==> config.mk <==
export PLATFORM = sky130hd
export DESIGN_NAME = flash_cmd_decoder
export DESIGN_NICKNAME = d
export VERILOG_FILES = /design/src/rtl/fcd_pkg.sv /design/src/rtl/fcd_burst_ctr.sv /design/src/rtl/fcd_status.sv /design/src/rtl/fcd_seq.sv /design/src/rtl/flash_cmd_decoder.sv
export SDC_FILE = /design/constraint.sdc
export NUM_CORES = 1
export LEC_CHECK = 0
export BUFFER_PORTS_ARGS = -buffer_cell sky130_fd_sc_hd__buf_4
export CELL_PAD_IN_SITES_DETAIL_PLACEMENT = 2
export CELL_PAD_IN_SITES_GLOBAL_PLACEMENT = 2
export CORE_ASPECT_RATIO = 0.75
export CORE_MARGIN = 3
export CORE_UTILIZATION = 35
export CTS_BUF_LIST = sky130_fd_sc_hd__clkbuf_16
export CTS_CLUSTER_SIZE = 12
export DETAILED_ROUTE_END_ITERATION = 8
export MAX_ROUTING_LAYER = met4
export PLACE_DENSITY_LB_ADDON = 0.08
export SLEW_MARGIN = 20
export SYNTH_ARGS = -nofsm -noshare
export SYNTH_HDL_FRONTEND = slang
export SYNTH_SLANG_ARGS = --single-unit
export TNS_END_PERCENT = 20
==> constraint.sdc <==
create_clock -name clk_i -period 2.9 [get_ports clk_i]
set_clock_uncertainty 0.15 [all_clocks]
set_input_delay 0.29 -clock clk_i [delete_from_list [all_inputs] [get_ports clk_i]]
set_output_delay 0.29 -clock clk_i [all_outputs]
set_load 0.03 [all_outputs]
==> src/rtl/fcd_pkg.sv <==
package fcd_pkg;
  typedef enum logic [1:0] {MODE_ARRAY, MODE_IDENT, MODE_QUERY, MODE_STATUS} rd_mode_e;

  typedef enum logic [3:0] {
    OP_NONE = 4'd0, OP_WORD_PROG = 4'd1, OP_BUF_LOAD = 4'd2, OP_BUF_COMMIT = 4'd3,
    OP_ERASE = 4'd4, OP_BLANK = 4'd5, OP_LOCK = 4'd6, OP_UNLOCK = 4'd7,
    OP_LOCKDOWN = 4'd8, OP_CFG = 4'd9, OP_OTP = 4'd10, OP_SUSPEND = 4'd11,
    OP_RESUME = 4'd12
  } eng_op_e;

  typedef enum logic [3:0] {
    S_IDLE, S_PROG, S_BUF_CNT, S_BUF_DATA, S_BUF_CONF, S_ERASE, S_SETUP, S_OTP, S_BLANK
  } seq_state_e;

  localparam logic [7:0] C_RD_ARRAY = 8'hFF;
  localparam logic [7:0] C_RD_IDENT = 8'h90;
  localparam logic [7:0] C_RD_QUERY = 8'h98;
  localparam logic [7:0] C_RD_STAT  = 8'h70;
  localparam logic [7:0] C_CLR_STAT = 8'h50;
  localparam logic [7:0] C_PROG     = 8'h40;
  localparam logic [7:0] C_BUF      = 8'hE8;
  localparam logic [7:0] C_ERASE    = 8'h20;
  localparam logic [7:0] C_SETUP    = 8'h60;
  localparam logic [7:0] C_OTP      = 8'hC0;
  localparam logic [7:0] C_BLANK    = 8'hBC;
  localparam logic [7:0] C_SUSP     = 8'hB0;
  localparam logic [7:0] C_CONFIRM  = 8'hD0;
  localparam logic [7:0] C_LOCK     = 8'h01;
  localparam logic [7:0] C_LOCKDN   = 8'h2F;
  localparam logic [7:0] C_CFG      = 8'h03;
endpackage

==> src/rtl/fcd_burst_ctr.sv <==
module fcd_burst_ctr #(
  parameter int BUF_WORDS = 32
) (
  input  logic        clk_i,
  input  logic        rst_ni,
  input  logic        load_i,
  input  logic [15:0] count_i,
  input  logic        dec_i,
  output logic        last_o,
  output logic        oversize_o
);
  localparam int CW = $clog2(BUF_WORDS + 1);
  localparam logic [15:0] BUF_LIM = 16'(BUF_WORDS);

  logic [CW-1:0] rem_q;

  assign oversize_o = count_i >= BUF_LIM;
  assign last_o     = rem_q == CW'(1);

  always_ff @(posedge clk_i or negedge rst_ni) begin
    if (!rst_ni)                    rem_q <= '0;
    else if (load_i && !oversize_o) rem_q <= CW'(count_i) + CW'(1);
    else if (dec_i)                 rem_q <= rem_q - CW'(1);
  end

  AST_REM_BOUND: assert property (@(posedge clk_i) disable iff (!rst_ni)
    rem_q <= CW'(BUF_WORDS));
  AST_DEC_NONZERO: assert property (@(posedge clk_i) disable iff (!rst_ni)
    dec_i |-> rem_q != '0);
endmodule

==> src/rtl/fcd_status.sv <==
module fcd_status
  import fcd_pkg::*;
(
  input  logic       clk_i,
  input  logic       rst_ni,
  input  logic       mode_set_i,
  input  rd_mode_e   mode_i,
  input  logic       err_set_i,
  input  logic       err_clr_i,
  input  logic       susp_set_i,
  input  logic       susp_clr_i,
  input  logic       busy_i,
  output logic       susp_o,
  output rd_mode_e   rd_mode_o,
  output logic [7:0] status_o
);
  rd_mode_e mode_q;
  logic     err_q, susp_q;

  always_ff @(posedge clk_i or negedge rst_ni) begin
    if (!rst_ni) begin
      mode_q <= MODE_ARRAY;
      err_q  <= 1'b0;
      susp_q <= 1'b0;
    end else begin
      if (err_set_i)       mode_q <= MODE_STATUS;
      else if (mode_set_i) mode_q <= mode_i;
      if (err_set_i)       err_q <= 1'b1;
      else if (err_clr_i)  err_q <= 1'b0;
      if (susp_set_i)      susp_q <= 1'b1;
      else if (susp_clr_i) susp_q <= 1'b0;
    end
  end

  assign susp_o    = susp_q;
  assign rd_mode_o = busy_i ? MODE_STATUS : mode_q;
  assign status_o  = {~busy_i, susp_q, 1'b0, err_q, 4'b0000};

  AST_ERR_TO_STATUS: assert property (@(posedge clk_i) disable iff (!rst_ni)
    err_set_i |=> (mode_q == MODE_STATUS && err_q));
  AST_SUSP_CLEARS: assert property (@(posedge clk_i) disable iff (!rst_ni)
    susp_clr_i |=> !susp_q);
endmodule

==> src/rtl/fcd_seq.sv <==
module fcd_seq
  import fcd_pkg::*;
#(
  parameter int AW    = 16,
  parameter int BLK_W = 8
) (
  input  logic          clk_i,
  input  logic          rst_ni,
  input  logic          wr_i,
  input  logic [AW-1:0] addr_i,
  input  logic [15:0]   wdata_i,
  input  logic          busy_i,
  input  logic          susp_i,
  input  logic          buf_last_i,
  input  logic          buf_oversize_i,
  output logic          buf_load_o,
  output logic          buf_dec_o,
  output logic          mode_set_o,
  output rd_mode_e      mode_o,
  output logic          err_set_o,
  output logic          err_clr_o,
  output logic          susp_set_o,
  output logic          susp_clr_o,
  output logic          req_o,
  output eng_op_e       req_op_o,
  output logic [AW-1:0] req_addr_o,
  output logic [15:0]   req_data_o
);
  seq_state_e    state_q, state_d;
  logic [AW-1:0] tgt_q;
  logic [15:0]   cnt_q;
  logic          go, same_blk, same_word, tgt_ld;
  eng_op_e       op;
  logic [AW-1:0] op_addr;
  logic [15:0]   op_data;
  logic [7:0]    cmd;

  assign cmd       = wdata_i[7:0];
  assign same_blk  = addr_i[AW-1:BLK_W] == tgt_q[AW-1:BLK_W];
  assign same_word = addr_i == tgt_q;

  always_comb begin
    state_d = state_q;
    go = 1'b0; op = OP_NONE; op_addr = tgt_q; op_data = wdata_i;
    mode_set_o = 1'b0; mode_o = MODE_STATUS;
    err_set_o = 1'b0; err_clr_o = 1'b0; susp_set_o = 1'b0; susp_clr_o = 1'b0;
    buf_load_o = 1'b0; buf_dec_o = 1'b0; tgt_ld = 1'b0;
    if (wr_i) begin
      if (busy_i) begin
        if (cmd == C_SUSP && !susp_i) begin
          go = 1'b1; op = OP_SUSPEND; op_addr = addr_i; susp_set_o = 1'b1;
        end else if (cmd == C_CONFIRM && susp_i) begin
          go = 1'b1; op = OP_RESUME; op_addr = addr_i; susp_clr_o = 1'b1;
        end
      end else begin
        state_d = S_IDLE;
        unique case (state_q)
          S_IDLE: begin
            tgt_ld = 1'b1;
            case (cmd)
              C_RD_ARRAY: begin mode_set_o = 1'b1; mode_o = MODE_ARRAY;  end
              C_RD_IDENT: begin mode_set_o = 1'b1; mode_o = MODE_IDENT;  end
              C_RD_QUERY: begin mode_set_o = 1'b1; mode_o = MODE_QUERY;  end
              C_RD_STAT:  begin mode_set_o = 1'b1; mode_o = MODE_STATUS; end
              C_CLR_STAT: err_clr_o = 1'b1;
              C_PROG:     state_d = S_PROG;
              C_BUF:      state_d = S_BUF_CNT;
              C_ERASE:    state_d = S_ERASE;
              C_SETUP:    state_d = S_SETUP;
              C_OTP:      state_d = S_OTP;
              C_BLANK:    state_d = S_BLANK;
              C_CONFIRM: if (susp_i) begin
                go = 1'b1; op = OP_RESUME; op_addr = addr_i; susp_clr_o = 1'b1;
              end
              default: ;
            endcase
          end
          S_PROG: if (same_word) begin go = 1'b1; op = OP_WORD_PROG; end
                  else err_set_o = 1'b1;
          S_BUF_CNT: if (same_blk && !buf_oversize_i) begin
                       buf_load_o = 1'b1; state_d = S_BUF_DATA;
                     end else err_set_o = 1'b1;
          S_BUF_DATA: if (same_blk) begin
                        go = 1'b1; op = OP_BUF_LOAD; op_addr = addr_i; buf_dec_o = 1'b1;
                        state_d = buf_last_i ? S_BUF_CONF : S_BUF_DATA;
                      end else err_set_o = 1'b1;
          S_BUF_CONF: if (same_blk && cmd == C_CONFIRM) begin
                        go = 1'b1; op = OP_BUF_COMMIT; op_data = cnt_q;
                      end else err_set_o = 1'b1;
          S_ERASE: if (same_blk && cmd == C_CONFIRM) begin go = 1'b1; op = OP_ERASE; end
                   else err_set_o = 1'b1;
          S_BLANK: if (same_blk && cmd == C_CONFIRM) begin go = 1'b1; op = OP_BLANK; end
                   else err_set_o = 1'b1;
          S_SETUP: begin
            go = same_blk;
            case (cmd)
              C_LOCK:    op = OP_LOCK;
              C_CONFIRM: op = OP_UNLOCK;
              C_LOCKDN:  op = OP_LOCKDOWN;
              C_CFG: begin op = OP_CFG; op_data = 16'(addr_i); go = same_word; end
              default:   go = 1'b0;
            endcase
            err_set_o = !go;
          end
          S_OTP: if (same_word) begin go = 1'b1; op = OP_OTP; end
                 else err_set_o = 1'b1;
          default: ;
        endcase
      end
      if (go) mode_set_o = 1'b1;
    end
  end

  always_ff @(posedge clk_i or negedge rst_ni) begin
    if (!rst_ni) begin
      state_q    <= S_IDLE;
      tgt_q      <= '0;
      cnt_q      <= '0;
      req_o      <= 1'b0;
      req_op_o   <= OP_NONE;
      req_addr_o <= '0;
      req_data_o <= '0;
    end else begin
      state_q  <= state_d;
      req_o    <= go;
      req_op_o <= go ? op : OP_NONE;
      if (tgt_ld)     tgt_q <= addr_i;
      if (buf_load_o) cnt_q <= wdata_i;
      if (go) begin
        req_addr_o <= op_addr;
        req_data_o <= op_data;
      end
    end
  end

  AST_REQ_AFTER_WRITE: assert property (@(posedge clk_i) disable iff (!rst_ni)
    req_o |-> $past(wr_i));
  AST_ERR_NO_REQ: assert property (@(posedge clk_i) disable iff (!rst_ni)
    err_set_o |=> !req_o);
  AST_BUSY_IGNORES: assert property (@(posedge clk_i) disable iff (!rst_ni)
    (busy_i && wr_i && cmd != C_SUSP && cmd != C_CONFIRM) |=> !req_o);
  AST_SUSP_WHEN_BUSY: assert property (@(posedge clk_i) disable iff (!rst_ni)
    (req_o && req_op_o == OP_SUSPEND) |-> $past(busy_i));
endmodule

==> src/rtl/flash_cmd_decoder.sv <==
module flash_cmd_decoder
  import fcd_pkg::*;
#(
  parameter int AW        = 16,
  parameter int BLK_W     = 8,
  parameter int BUF_WORDS = 32
) (
  input  logic          clk_i,
  input  logic          rst_ni,
  input  logic          wr_i,
  input  logic [AW-1:0] addr_i,
  input  logic [15:0]   wdata_i,
  input  logic          eng_busy_i,
  output logic [1:0]    rd_mode_o,
  output logic [7:0]    status_o,
  output logic          req_o,
  output logic [3:0]    req_op_o,
  output logic [AW-1:0] req_addr_o,
  output logic [15:0]   req_data_o
);
  logic     buf_last, buf_oversize, buf_load, buf_dec;
  logic     mode_set, err_set, err_clr, susp_set, susp_clr, susp;
  rd_mode_e mode_sel, rd_mode;
  eng_op_e  req_op;

  fcd_burst_ctr #(.BUF_WORDS(BUF_WORDS)) u_burst (
    .clk_i, .rst_ni,
    .load_i(buf_load), .count_i(wdata_i), .dec_i(buf_dec),
    .last_o(buf_last), .oversize_o(buf_oversize)
  );

  fcd_seq #(.AW(AW), .BLK_W(BLK_W)) u_seq (
    .clk_i, .rst_ni, .wr_i, .addr_i, .wdata_i,
    .busy_i(eng_busy_i), .susp_i(susp),
    .buf_last_i(buf_last), .buf_oversize_i(buf_oversize),
    .buf_load_o(buf_load), .buf_dec_o(buf_dec),
    .mode_set_o(mode_set), .mode_o(mode_sel),
    .err_set_o(err_set), .err_clr_o(err_clr),
    .susp_set_o(susp_set), .susp_clr_o(susp_clr),
    .req_o, .req_op_o(req_op), .req_addr_o, .req_data_o
  );

  fcd_status u_status (
    .clk_i, .rst_ni,
    .mode_set_i(mode_set), .mode_i(mode_sel),
    .err_set_i(err_set), .err_clr_i(err_clr),
    .susp_set_i(susp_set), .susp_clr_i(susp_clr),
    .busy_i(eng_busy_i), .susp_o(susp),
    .rd_mode_o(rd_mode), .status_o
  );

  assign rd_mode_o = rd_mode;
  assign req_op_o  = req_op;
endmodule

==> impl_results.html <==
<table>
<tr><th>Metric</th><th>Value</th></tr>
<tr><th colspan="2">Run status</th></tr>
<tr><td>Run status</td><td>completed</td></tr>
<tr><th colspan="2">Detailed routing</th></tr>
<tr><td>Routed wirelength normalized by instance count</td><td>22.88 um</td></tr>
<tr><td>Vias post-DR</td><td>4830</td></tr>
<tr><td>Average via count per standard cell</td><td>5.709</td></tr>
<tr><td>Total iterations of the first detailed-routing run</td><td>5</td></tr>
<tr><td>Post-route DRC</td><td>0</td></tr>
<tr><td>Number of violations reported at the end of detailed-routing iteration 0</td><td>293</td></tr>
<tr><td>Number of nets with antenna violations after routing</td><td>0</td></tr>
<tr><td>Routed wire length</td><td>19360 um</td></tr>
<tr><th colspan="2">Setup path</th></tr>
<tr><td>Worst Path Required</td><td>2.98 ns</td></tr>
<tr><td>Type of element launching the critical path</td><td>flop</td></tr>
<tr><td>List of cells traversed by the critical path</td><td>buf_4, or4_1, nor2_1, o31ai_1, a21oi_4, buf_12, mux2_2</td></tr>
<tr><td>Delay of the slowest cell on the worst path</td><td>0.62 ns</td></tr>
<tr><td>Crit. End Element</td><td>flop</td></tr>
<tr><td>Worst EP arrival</td><td>2.79 ns</td></tr>
<tr><td>Critical Setup Path Class</td><td>reg2reg</td></tr>
<tr><td>Largest fanout of any net on the critical path</td><td>20</td></tr>
<tr><td>Critical path's slowest cell</td><td>sky130_fd_sc_hd__or4_1</td></tr>
<tr><th colspan="2">GRT</th></tr>
<tr><td>Global router's overall resource usage</td><td>25.37%</td></tr>
<tr><td>Vias in the first global route</td><td>5253</td></tr>
<tr><td>Met1 layer usage reported by global route</td><td>33.66%</td></tr>
<tr><td>GRT met3 Usage</td><td>5.313%</td></tr>
<tr><td>Busiest grt layer</td><td>met2</td></tr>
<tr><td>Met2 routing resource usage after global routing</td><td>40.76%</td></tr>
<tr><td>Maximum number of pins on one net before global-route repair</td><td>84</td></tr>
<tr><td>Wire length of the first global-routing pass</td><td>30520 um</td></tr>
<tr><td>Number of antenna violations at the first check in global routing</td><td>0</td></tr>
<tr><td>Overflow after GRT</td><td>0</td></tr>
<tr><th colspan="2">Place</th></tr>
<tr><td>Number of buffers added on ports</td><td>77</td></tr>
<tr><td>Post-DP HPWL</td><td>14520 um</td></tr>
<tr><td>Area of placed instances</td><td>6135 um^2</td></tr>
<tr><td>Gpl congestion</td><td>0.9206</td></tr>
<tr><td>Placement Setup Slack</td><td>0.07432 ns</td></tr>
<tr><th colspan="2">Finish</th></tr>
<tr><td>Design area</td><td>6412 um^2</td></tr>
<tr><td>Inserted Diodes</td><td>0</td></tr>
<tr><td>Net count, final</td><td>687</td></tr>
<tr><td>Fraction of final layout cells with drive strength greater than 1</td><td>30.57%</td></tr>
<tr><td>Area delta synth-&gt;final</td><td>26.45%</td></tr>
<tr><th colspan="2">Timing</th></tr>
<tr><td>Final worst setup slack</td><td>0.1926 ns</td></tr>
<tr><td>Post-route minimum period</td><td>2.707 ns</td></tr>
<tr><td>Setup-violating endpoint count in the final report</td><td>0</td></tr>
<tr><td>Remaining max-slew budget at the tightest pin</td><td>51.75%</td></tr>
<tr><td>Maximum clock rate</td><td>0.3694 GHz</td></tr>
<tr><td>Unrepaired setup endpoints after global routing</td><td>false</td></tr>
<tr><td>Count of final max-slew check failures</td><td>0</td></tr>
<tr><td>Pin slew with the least headroom to its limit</td><td>0.7238 ns</td></tr>
<tr><td>Final Hold Viols</td><td>0</td></tr>
<tr><td>Sum Neg Setup Slack</td><td>0 ns</td></tr>
<tr><td>Ratio of final minimum period to clock period</td><td>93.36%</td></tr>
<tr><th colspan="2">Power and ir drop</th></tr>
<tr><td>Switching power as a share of total power</td><td>34.45%</td></tr>
<tr><td>Internal power contribution</td><td>2.329 mW</td></tr>
<tr><td>Leak pwr</td><td>2.820 nW</td></tr>
<tr><td>VDD IR max</td><td>298.7 uV</td></tr>
<tr><td>Total power divided by cell area</td><td>554.0 nW/um^2</td></tr>
<tr><td>Logic gate share of total power</td><td>29.1%</td></tr>
<tr><td>Overall Power</td><td>3.552 mW</td></tr>
<tr><td>Fraction of power consumed by the clock network</td><td>30.3%</td></tr>
<tr><td>Flop pwr share</td><td>40.5%</td></tr>
<tr><td>Switching pwr</td><td>1.224 mW</td></tr>
<tr><th colspan="2">Clocking</th></tr>
<tr><td>Total number of H-tree levels</td><td>3</td></tr>
<tr><td>Clock latency on the worst-skew pair</td><td>0.35 ns</td></tr>
<tr><td>Number of buffers inserted by hold repair at cts</td><td>1</td></tr>
<tr><td>Number of buffers added by the clock tree synthesis step</td><td>9</td></tr>
<tr><td>Deepest clock path buffer count</td><td>2</td></tr>
<tr><td>Clock tree from TritonCTS</td><td>built</td></tr>
<tr><td>Clock-pin transition on the worst setup and hold timing paths</td><td>0.07 ns</td></tr>
<tr><td>Number of buffers added for setup after CTS</td><td>0</td></tr>
<tr><td>Cts repair resizes</td><td>0</td></tr>
<tr><td>CTS sink cnt</td><td>83</td></tr>
<tr><td>Clock tree root buffer cell</td><td>sky130_fd_sc_hd__clkbuf_16</td></tr>
<tr><th colspan="2">Synthesis</th></tr>
<tr><td>Area of the mapped netlist</td><td>5071 um^2</td></tr>
<tr><td>Number of enable flip-flop cells after synthesis</td><td>0</td></tr>
<tr><td>Synth Area in Adders</td><td>1.234%</td></tr>
<tr><td>Post-Syn Area per Cell</td><td>9.288 um^2</td></tr>
<tr><td>Mux cell area share after synthesis</td><td>10.17%</td></tr>
<tr><td>Number of distinct standard cells referenced by the synthesized netlist</td><td>68</td></tr>
<tr><td>Synth Warn #</td><td>0</td></tr>
<tr><td>Main combinational cell family by area after synthesis</td><td>simple AND/OR/NAND/NOR gates</td></tr>
<tr><td>Sequential share of the synthesized area</td><td>40.96%</td></tr>
<tr><td>Fraction of registers with async set/reset</td><td>100.0%</td></tr>
<tr><td>Simple-gate share of the synthesized area</td><td>21.24%</td></tr>
<tr><td>Synthesized-area fraction occupied by ao, oa, aoi and oai cells</td><td>17.62%</td></tr>
<tr><td>Number of flip-flops and latches in the synthesized netlist</td><td>83</td></tr>
<tr><td>Cells after synthesis</td><td>546</td></tr>
<tr><td>Post-Synth XOR/XNOR Area</td><td>3.627%</td></tr>
<tr><td>Leading register cell type out of synthesis</td><td>sky130_fd_sc_hd__dfrtp_1</td></tr>
<tr><th colspan="2">Die</th></tr>
<tr><td>Area of the die</td><td>15980 um^2</td></tr>
<tr><td>Die outline height</td><td>110.2 um</td></tr>
<tr><td>Die span in x</td><td>145.0 um</td></tr>
<tr><td>Core area</td><td>13930 um^2</td></tr>
<tr><td>IO Count</td><td>83</td></tr>
<tr><td>Effective utilization at floorplan</td><td>36.39%</td></tr>
<tr><td>Std-Cell Rows</td><td>37</td></tr>
<tr><th colspan="2">Run</th></tr>
<tr><td>Maximum Capacitance Violations</td><td>0</td></tr>
<tr><th colspan="2">Worst hold path</th></tr>
<tr><td>Worst min-delay path category</td><td>in2reg</td></tr>
</table>
-- critical path, delay by kind of cell, from the launching register on --
kind                   cells  cell delay [ns]
AND/OR/NAND/NOR            2             0.81
AO/OA/AOI/OAI              2             0.45
flip-flops                 1             0.43
buffers and inverters      2             0.38
multiplexers               1             0.36
-- flip-flops by register name, summed over array words and instances, names as in the netlist, 2 cells and up --
signal            count
u_seq.cnt_q          16
u_seq.req_addr_o     16
u_seq.req_data_o     16
u_seq.tgt_q          16
u_burst.rem_q         6
u_seq.req_op_o        4
u_seq.state_q         4
u_status.mode_q       2
-- power groups by stage --
stage,combinational (mW),clock (mW),sequential [mW]
finish,1.03,1.08,1.44
global route,1.11,1.15,1.46
CTS,1.04,1.10,1.44
detailed placement,1.04,0,1.46
global placement,1.00,0,1.45
floorplan,0.379,0,1.66
-- synthesized netlist by cell type, types with 2 or more instances --
library cell	number	share of area [%]
sky130_fd_sc_hd__o21ai_0	21	2.1
sky130_fd_sc_hd__a22o_1	2	0.35
sky130_fd_sc_hd__dfrtp_1	83	41
sky130_fd_sc_hd__buf_2	5	0.49
sky130_fd_sc_hd__nand4_1	10	1.2
sky130_fd_sc_hd__a21o_1	2	0.30
sky130_fd_sc_hd__or2_2	5	0.62
sky130_fd_sc_hd__nand3_1	10	0.99
sky130_fd_sc_hd__o211ai_1	2	0.30
sky130_fd_sc_hd__a211oi_1	4	0.59
sky130_fd_sc_hd__or3_1	5	0.62
sky130_fd_sc_hd__or4_1	4	0.59
sky130_fd_sc_hd__a221oi_1	11	1.9
sky130_fd_sc_hd__a32oi_1	3	0.52
sky130_fd_sc_hd__nor4_1	8	0.99
sky130_fd_sc_hd__nor2_1	26	1.9
sky130_fd_sc_hd__buf_4	10	1.5
sky130_fd_sc_hd__a21boi_0	5	0.74
sky130_fd_sc_hd__o21a_1	3	0.44
sky130_fd_sc_hd__ha_1	5	1.2
sky130_fd_sc_hd__nand2_1	76	5.6
sky130_fd_sc_hd__nand3b_1	2	0.30
sky130_fd_sc_hd__or4_4	2	0.44
sky130_fd_sc_hd__inv_1	10	0.74
sky130_fd_sc_hd__clkbuf_1	25	1.9
sky130_fd_sc_hd__nor2b_1	13	1.6
sky130_fd_sc_hd__o21bai_1	2	0.30
sky130_fd_sc_hd__and3_1	10	1.2
sky130_fd_sc_hd__a2bb2oi_1	2	0.35
sky130_fd_sc_hd__a31oi_1	12	1.5
sky130_fd_sc_hd__o31ai_1	5	0.74
sky130_fd_sc_hd__nand2b_1	8	0.99
sky130_fd_sc_hd__mux2_2	44	9.8
sky130_fd_sc_hd__mux2i_1	2	0.39
sky130_fd_sc_hd__o21ai_1	3	0.30
sky130_fd_sc_hd__buf_6	2	0.44
sky130_fd_sc_hd__o22ai_1	7	0.86
sky130_fd_sc_hd__a32o_1	8	1.6
sky130_fd_sc_hd__or3b_2	2	0.35
sky130_fd_sc_hd__a21oi_1	25	2.5
sky130_fd_sc_hd__nor3_1	14	1.4
sky130_fd_sc_hd__nor3b_1	3	0.44
sky130_fd_sc_hd__xnor2_1	20	3.5
-- layout by cell type (no fill, tap or decap), types with 11 or more instances in the layout --
| cell | count |
|---|---|
| sky130_fd_sc_hd__o21ai_0 | 21 |
| sky130_fd_sc_hd__nor2_1 | 26 |
| sky130_fd_sc_hd__nor3_1 | 14 |
| sky130_fd_sc_hd__a21oi_1 | 25 |
| sky130_fd_sc_hd__xnor2_1 | 20 |
| sky130_fd_sc_hd__dfrtp_1 | 83 |
| sky130_fd_sc_hd__buf_4 | 122 |
| sky130_fd_sc_hd__mux2_2 | 44 |
| sky130_fd_sc_hd__nor2b_1 | 13 |
| sky130_fd_sc_hd__inv_1 | 11 |
| sky130_fd_sc_hd__a221oi_1 | 11 |
| sky130_fd_sc_hd__a31oi_1 | 12 |
| sky130_fd_sc_hd__nand2_1 | 76 |
-- layout make-up --
type	instances	area, um^2
timing repair buffer	128	1026
clock inverter	7	42.54
inverter	10	37.54
tap	195	244.0
clock buffer	9	225.2
sequential	83	2077
multi-input combinational	414	2760
fill	1514	7522
-- logic make-up after synthesis --
group	after synthesis
and+or+nand+nor	208
muxes	46
buffers and inverters	53
other	1
DFF	83
adders and majority gates	5
AOI/OAI and AO/OA	129
xor gates and xnor gates	21
-- worst paths after layout --
check	start	endpoint	slack (ns)	cells after the start
max in group asynchronous	rst_ni	u_burst.rem_q[1]	1.83	3
worst min register to register	u_seq.cnt_q[6]	u_seq.cnt_q[6]	0.35	1
worst min-delay path	addr_i[12]	u_seq.tgt_q[12]	0.03	3
worst max register to register	u_seq.state_q[1]	u_seq.req_addr_o[8]	0.19	7
worst max-delay path	u_seq.state_q[1]	u_seq.req_addr_o[8]	0.19	7
min in group asynchronous	rst_ni	u_status.susp_o	0.35	3
-- per-stage QoR --
stage / util [%] / hold WS [ns] / cells
CTS: 46.02 / 0.02765 / 846
finish: 46.02 / 0.02870 / 846
global placement: 44.02 / 0.2125 / 829
floorplan: - / -0.1556 / 550
detailed placement: 44.02 / 0.2139 / 829
global route: 46.02 / 0.03317 / 846
-- layer usage --
layer / part of all wire (%) / wire length [um]
met1: 47 / 9077
met2: 47 / 9017
met3: 5.4 / 1053
met4: 1.1 / 207
met5: 0 / 0
Power figures use the tool's default switching activity.
